<file path="src/rtl/lvds_link_pkg.sv">
package lvds_link_pkg;
  typedef enum logic [1:0] {
    RXE_NONE    = 2'b00,
    RXE_PARITY  = 2'b01,
    RXE_TRUNC   = 2'b10,
    RXE_DROPPED = 2'b11
  } rx_err_e;
endpackage

</file>
<file path="src/rtl/lvds_tx_framer.sv">
module lvds_tx_framer #(
  parameter int BEAT_W = 13,
  parameter int BEATS  = 5,
  localparam int FRAME_W = BEAT_W * BEATS
) (
  input  logic               clk,
  input  logic               rst_n,
  input  logic               in_valid,
  output logic               in_ready,
  input  logic [FRAME_W-1:0] in_data,
  output logic [BEAT_W-1:0]  beat_data,
  output logic               beat_carrier,
  output logic               beat_parity
);
  localparam int CNT_W = $clog2(BEATS + 1);

  logic [FRAME_W-1:0] pending;
  logic [CNT_W-1:0]   sent;
  logic [FRAME_W-1:0] src;

  // sent == 0: idle beat on the cable, open for a new frame
  assign in_ready = (sent == '0);
  assign src      = (sent == '0) ? in_data : pending;

  always_ff @(posedge clk or negedge rst_n) begin
    if (!rst_n) begin
      pending      <= '0;
      sent         <= '0;
      beat_data    <= '0;
      beat_carrier <= 1'b0;
      beat_parity  <= 1'b0;
    end else if ((sent == '0 && in_valid) || (sent != '0 && sent != CNT_W'(BEATS))) begin
      beat_data    <= src[BEAT_W-1:0];
      beat_carrier <= 1'b1;
      beat_parity  <= ^{src[BEAT_W-1:0], 1'b1};
      pending      <= src >> BEAT_W;
      sent         <= sent + 1'b1;
    end else if (sent == CNT_W'(BEATS)) begin
      beat_data    <= '0;
      beat_carrier <= 1'b0;
      beat_parity  <= 1'b0;
      sent         <= '0;
    end
  end
endmodule

</file>
<file path="src/rtl/lvds_rx_framer.sv">
module lvds_rx_framer
  import lvds_link_pkg::*;
#(
  parameter int BEAT_W = 13,
  parameter int BEATS  = 5,
  localparam int FRAME_W = BEAT_W * BEATS
) (
  input  logic               clk,
  input  logic               rst_n,
  input  logic [BEAT_W-1:0]  beat_data,
  input  logic               beat_carrier,
  input  logic               beat_parity,
  output logic               out_valid,
  input  logic               out_ready,
  output logic [FRAME_W-1:0] out_data,
  output logic [1:0]         out_err
);
  localparam int CNT_W = $clog2(BEATS + 1);

  logic               armed;
  logic [CNT_W-1:0]   got;
  logic               bad_so_far;
  logic [FRAME_W-1:0] asm_q;
  logic [FRAME_W-1:0] asm_next;
  logic               beat_bad;
  logic               frame_bad;
  logic               last_beat;
  logic               taken;

  assign beat_bad  = ^{beat_data, beat_carrier, beat_parity};
  assign frame_bad = bad_so_far | beat_bad;
  assign last_beat = (got == CNT_W'(BEATS - 1));
  assign taken     = out_valid & out_ready;
  // new beat enters at the top; after BEATS shifts beat 0 sits at the bottom
  assign asm_next  = {beat_data, asm_q[FRAME_W-1:BEAT_W]};

  always_ff @(posedge clk or negedge rst_n) begin
    if (!rst_n) begin
      armed      <= 1'b0;
      got        <= '0;
      bad_so_far <= 1'b0;
      asm_q      <= '0;
      out_valid  <= 1'b0;
      out_data   <= '0;
      out_err    <= RXE_NONE;
    end else begin
      out_err <= RXE_NONE;
      if (taken) out_valid <= 1'b0;
      if (beat_carrier) begin
        armed <= 1'b0;
        if (got == '0) begin
          if (armed) begin
            asm_q      <= asm_next;
            got        <= CNT_W'(1);
            bad_so_far <= beat_bad;
          end
        end else if (last_beat) begin
          got        <= '0;
          bad_so_far <= 1'b0;
          if (frame_bad) begin
            out_err <= RXE_PARITY;
          end else if (out_valid && !out_ready) begin
            out_err <= RXE_DROPPED;
          end else begin
            out_valid <= 1'b1;
            out_data  <= asm_next;
          end
        end else begin
          asm_q      <= asm_next;
          got        <= got + 1'b1;
          bad_so_far <= frame_bad;
        end
      end else begin
        armed <= 1'b1;
        if (got != '0) begin
          got        <= '0;
          bad_so_far <= 1'b0;
          out_err    <= RXE_TRUNC;
        end
      end
    end
  end
endmodule

</file>
<file path="src/rtl/lvds_frame_link.sv">
module lvds_frame_link #(
  parameter int BEAT_W = 13,
  parameter int BEATS  = 5,
  localparam int FRAME_W = BEAT_W * BEATS
) (
  input  logic               clk,
  input  logic               rst_n,
  input  logic               tx_valid,
  output logic               tx_ready,
  input  logic [FRAME_W-1:0] tx_data,
  output logic [BEAT_W-1:0]  lvds_tx_data,
  output logic               lvds_tx_carrier,
  output logic               lvds_tx_parity,
  input  logic [BEAT_W-1:0]  lvds_rx_data,
  input  logic               lvds_rx_carrier,
  input  logic               lvds_rx_parity,
  output logic               rx_valid,
  input  logic               rx_ready,
  output logic [FRAME_W-1:0] rx_data,
  output logic [1:0]         rx_err
);
  lvds_tx_framer #(.BEAT_W(BEAT_W), .BEATS(BEATS)) u_tx (
    .clk          (clk),
    .rst_n        (rst_n),
    .in_valid     (tx_valid),
    .in_ready     (tx_ready),
    .in_data      (tx_data),
    .beat_data    (lvds_tx_data),
    .beat_carrier (lvds_tx_carrier),
    .beat_parity  (lvds_tx_parity)
  );

  lvds_rx_framer #(.BEAT_W(BEAT_W), .BEATS(BEATS)) u_rx (
    .clk          (clk),
    .rst_n        (rst_n),
    .beat_data    (lvds_rx_data),
    .beat_carrier (lvds_rx_carrier),
    .beat_parity  (lvds_rx_parity),
    .out_valid    (rx_valid),
    .out_ready    (rx_ready),
    .out_data     (rx_data),
    .out_err      (rx_err)
  );
endmodule

</file>
<file path="config.mk">
export PLATFORM = sky130hd
export DESIGN_NAME = lvds_frame_link
export DESIGN_NICKNAME = d
export VERILOG_FILES = /design/src/rtl/lvds_link_pkg.sv /design/src/rtl/lvds_tx_framer.sv /design/src/rtl/lvds_rx_framer.sv /design/src/rtl/lvds_frame_link.sv
export SDC_FILE = /design/constraint.sdc
export NUM_CORES = 1
export LEC_CHECK = 0
export ABC_AREA = 1
export ABC_CLOCK_PERIOD_IN_PS = 3460
export BUFFER_PORTS_ARGS = -buffer_cell sky130_fd_sc_hd__buf_4
export CAP_MARGIN = 25
export CORE_MARGIN = 2
export CORE_UTILIZATION = 46
export DETAILED_ROUTE_END_ITERATION = 16
export HOLD_SLACK_MARGIN = 0.12
export PLACE_DENSITY = 0.66
export SYNTH_ARGS = -nofsm -noshare
export SYNTH_HDL_FRONTEND = slang
export SYNTH_HIERARCHICAL = 1
export SYNTH_SLANG_ARGS = --single-unit
</file>
<file path="constraint.sdc">
create_clock -name clk -period 3.46 [get_ports clk]
set_clock_uncertainty 0.1 [all_clocks]
set_input_delay 0 -clock clk [delete_from_list [all_inputs] [get_ports clk]]
set_output_delay 0 -clock clk [all_outputs]
set_load 0.05 [all_outputs]
</file>
==> flow_summary.json <==
{
  "status": "complete, no violations",
  "slew_headroom_pct": 45.2,
  "core_sq_um": 19300,
  "routed_wl_um": 23600,
  "ys.flop_type": "dfrtp_1",
  "place_ws_ps": 863,
  "diodes": 0,
  "ant_nets": 0,
  "synth.avg_cell_area_sq_um": 8.44,
  "num_rows": 51,
  "antenna_found_initial": 0,
  "rsz0062_at_grt": "no",
  "min_period_ps": 2770,
  "p_leak_nw": 6.09,
  "die_w_um": 144,
  "ir_worst_vdd_uv": 695,
  "synth_edf_count": 0,
  "cp.arrival_ps": 2670,
  "clkSlewWorstSetupHoldPaths_ps": 60,
  "cap_violations": 0,
  "synthCells": 1062,
  "ys_seq_area_share_pct": 54.5,
  "drive_gt1_share_pct": 20.7,
  "worst_pin_slew_ps": 822,
  "h-tree-depth": 4,
  "synth_seq_cells": 195,
  "areaGrowthSynthToFinish_pct": 30.8,
  "clk_latency_ps": 430,
  "grt_pass1_wl_um": 37700,
  "crit_type": "flop to output pin",
  "die_h_um": 144,
  "place_congestion": 0.868,
  "worst_setup_path_end_kind": "output pin",
  "slew_viol_final": 0,
  "numCtsBuffers": 17,
  "syn-num-nets": 1151,
  "grt_max_degree": 103,
  "p_per_area_nw_per_um2": 978,
  "setup_tns_ps": 0,
  "cts_sinks": 195,
  "ioPinCount": 168,
  "hold_viol_final": 0,
  "tritoncts": "built",
  "drtIter0Drc": 518,
  "detailed_place_hpwl_um": 15000,
  "synth_warnings": 6,
  "setup_viol": 0,
  "globalRouteTotalUtil_pct": 23.4,
  "min_path_type": "primary input to async pin",
  "overflow": 0,
  "port_buffers": 167,
  "grt_pass1_vias": 7326,
  "first_pass_iters": 5,
  "cp_max_fo": 48,
  "initial_core_util_pct": 46.5,
  "via_count": 7727,
  "fin_nets": 1376,
  "syn_area_sq_um": 8960,
  "worstPathRequired_ps": 3360,
  "drcViolationCount": 0,
  "async_flop_share_pct": 100,
  "period_share_pct": 80.0,
  "cts_resized": 0,
  "fmax_mhz": 361,
  "synth_cell_types": 28,
  "cp-start-kind": "flop",
  "wire_per_inst_um": 15.1,
  "worst_slack_ps": 691,
  "drt-vias-per-instance": 4.94,
  "clockRootBuffer": "clkbuf_16",
  "clockBufferDepth": 2,
  "die_area_sq_um": 20600
}
critical path, cell delays in order (launching register included):
cell and delay (ps):
dfrtp_1 420, inv_1 70, ha_1 490, inv_2 90, nor2_4 370, buf_4 490, buf_4 290
final timing paths:
| kind | from | to | slack [ps] | cells past startpoint |
|---|---|---|---|---|
| worst min-delay path | rst_n | u_rx/out_data[60]$_DFFE_PN0P_ | 130 | 2 |
| worst max register to register | u_tx/sent[0]$_DFFE_PN0P_ | u_tx/beat_parity$_DFFE_PN0P_ | 830 | 15 |
| max in group asynchronous | rst_n | u_rx/out_data[9]$_DFFE_PN0P_ | 2200 | 3 |
| min in group clk | lvds_rx_carrier | u_rx/armed$_DFF_PN0_ | 250 | 3 |
| worst min register to register | u_rx/out_data[2]$_DFFE_PN0P_ | u_rx/out_data[2]$_DFFE_PN0P_ | 380 | 2 |
| worst max-delay path | u_tx/sent[0]$_DFFE_PN0P_ | tx_ready | 690 | 6 |
placed cells by master (no fill, tap or decap), types with 13 or more instances in the layout:
| cell type | synthesis | layout |
|---|---|---|
| inv_1 | 52 | 51 |
| nand3_1 | 88 | 88 |
| dlygate4sd3_1 | 0 | 82 |
| nand2_1 | 449 | 448 |
| o21ai_0 | 36 | 36 |
| a21oi_1 | 13 | 13 |
| a31oi_1 | 39 | 39 |
| dfrtp_1 | 195 | 195 |
| nor2_1 | 60 | 60 |
| clkbuf_16 | 0 | 17 |
| buf_4 | 4 | 179 |
| mux2_2 | 38 | 38 |
Yosys cell counts (3+ instances only):
| library cell | number | share of area (%) |
|---|---|---|
| buf_6 | 7 | 0.88 |
| o21ai_1 | 3 | 0.17 |
| nand3b_1 | 3 | 0.25 |
| clkbuf_1 | 23 | 0.96 |
| nor2_1 | 60 | 2.5 |
| buf_2 | 18 | 1.0 |
| buf_8 | 5 | 0.84 |
| nand2_1 | 449 | 19 |
| nand2_2 | 8 | 0.56 |
| inv_2 | 5 | 0.21 |
| a31oi_1 | 39 | 2.7 |
| dfrtp_1 | 195 | 54 |
| a21oi_1 | 13 | 0.73 |
| nand3_1 | 88 | 4.9 |
| buf_4 | 4 | 0.34 |
| inv_1 | 52 | 2.2 |
| ha_1 | 5 | 0.70 |
| o21ai_0 | 36 | 2.0 |
| mux2_2 | 38 | 4.8 |
routing by layer:
| layer | GRT usage [%] | up-vias | share of wire [%] |
|---|---|---|---|
| met1 | 33.3 | 3659 | 46 |
| met2 | 36.5 | 199 | 47 |
| met4 | 6.35 | 0 | 1.8 |
| met3 | 5.10 | 31 | 5.2 |
| li1 | - | 3838 | - |
| met5 | 0 | - | 0 |
registers in the layout (all words and copies together) (netlist names):
signal	cells
u_tx/beat_parity	1
u_tx/sent	3
u_rx/got	3
u_rx/out_data	65
u_rx/asm_q	52
u_tx/pending	52
u_tx/beat_carrier	1
u_tx/beat_data	13
u_rx/out_err	2
u_rx/armed	1
u_rx/out_valid	1
u_rx/bad_so_far	1
metrics by stage:
| stage | instances | power (W) | instance area [sq um] | hold WS [ps] | utilization (%) |
|---|---|---|---|---|---|
| finish | 1564 | 0.0115 | 11700 | 127 | 60.8 |
| global route | 1564 | 0.0123 | 11700 | 206 | 60.8 |
| CTS | 1564 | 0.0115 | 11700 | 173 | 60.8 |
| detailed placement | 1451 | 0.00940 | 10300 | 55.5 | 53.5 |
| global placement | 1451 | 0.00932 | 10300 | 58.4 | 53.5 |
| floorplan | 1062 | 0.00782 | 8960 | -396 | - |
repair_timing:
item	4_1_cts	5_1_grt
hold buffers	82	0
buffers inserted	0	0
endpoints found under the hold margin	201	0
cells by family after synthesis:
group | after synthesis | synth area share (%)
xor+xnor | 2 | 0.196
fa+ha+maj | 5 | 0.698
buf+inv | 115 | 6.48
flops | 195 | 54.5
simple gates | 614 | 27.6
mux | 38 | 4.78
compound gates | 93 | 5.79
power by group:
| part | leakage (nW) | switching, W | total (W) | internal (W) |
|---|---|---|---|---|
| combinational | 3.35 | 0.00358 | 0.00540 | 0.00182 |
| sequential | 2.45 | 0.000748 | 0.00407 | 0.00332 |
| clock | 0.293 | 0.000835 | 0.00200 | 0.00117 |
area by class of cell:
class,count,area [sq um]
inverter,58,220
clock buffer,21,460
tap,265,332
multi-input combinational,752,3500
sequential,195,4880
fill,1697,7550
timing repair buffer,263,2200
clock inverter,10,131
Note: power is estimated with default switching activity, not from simulation.
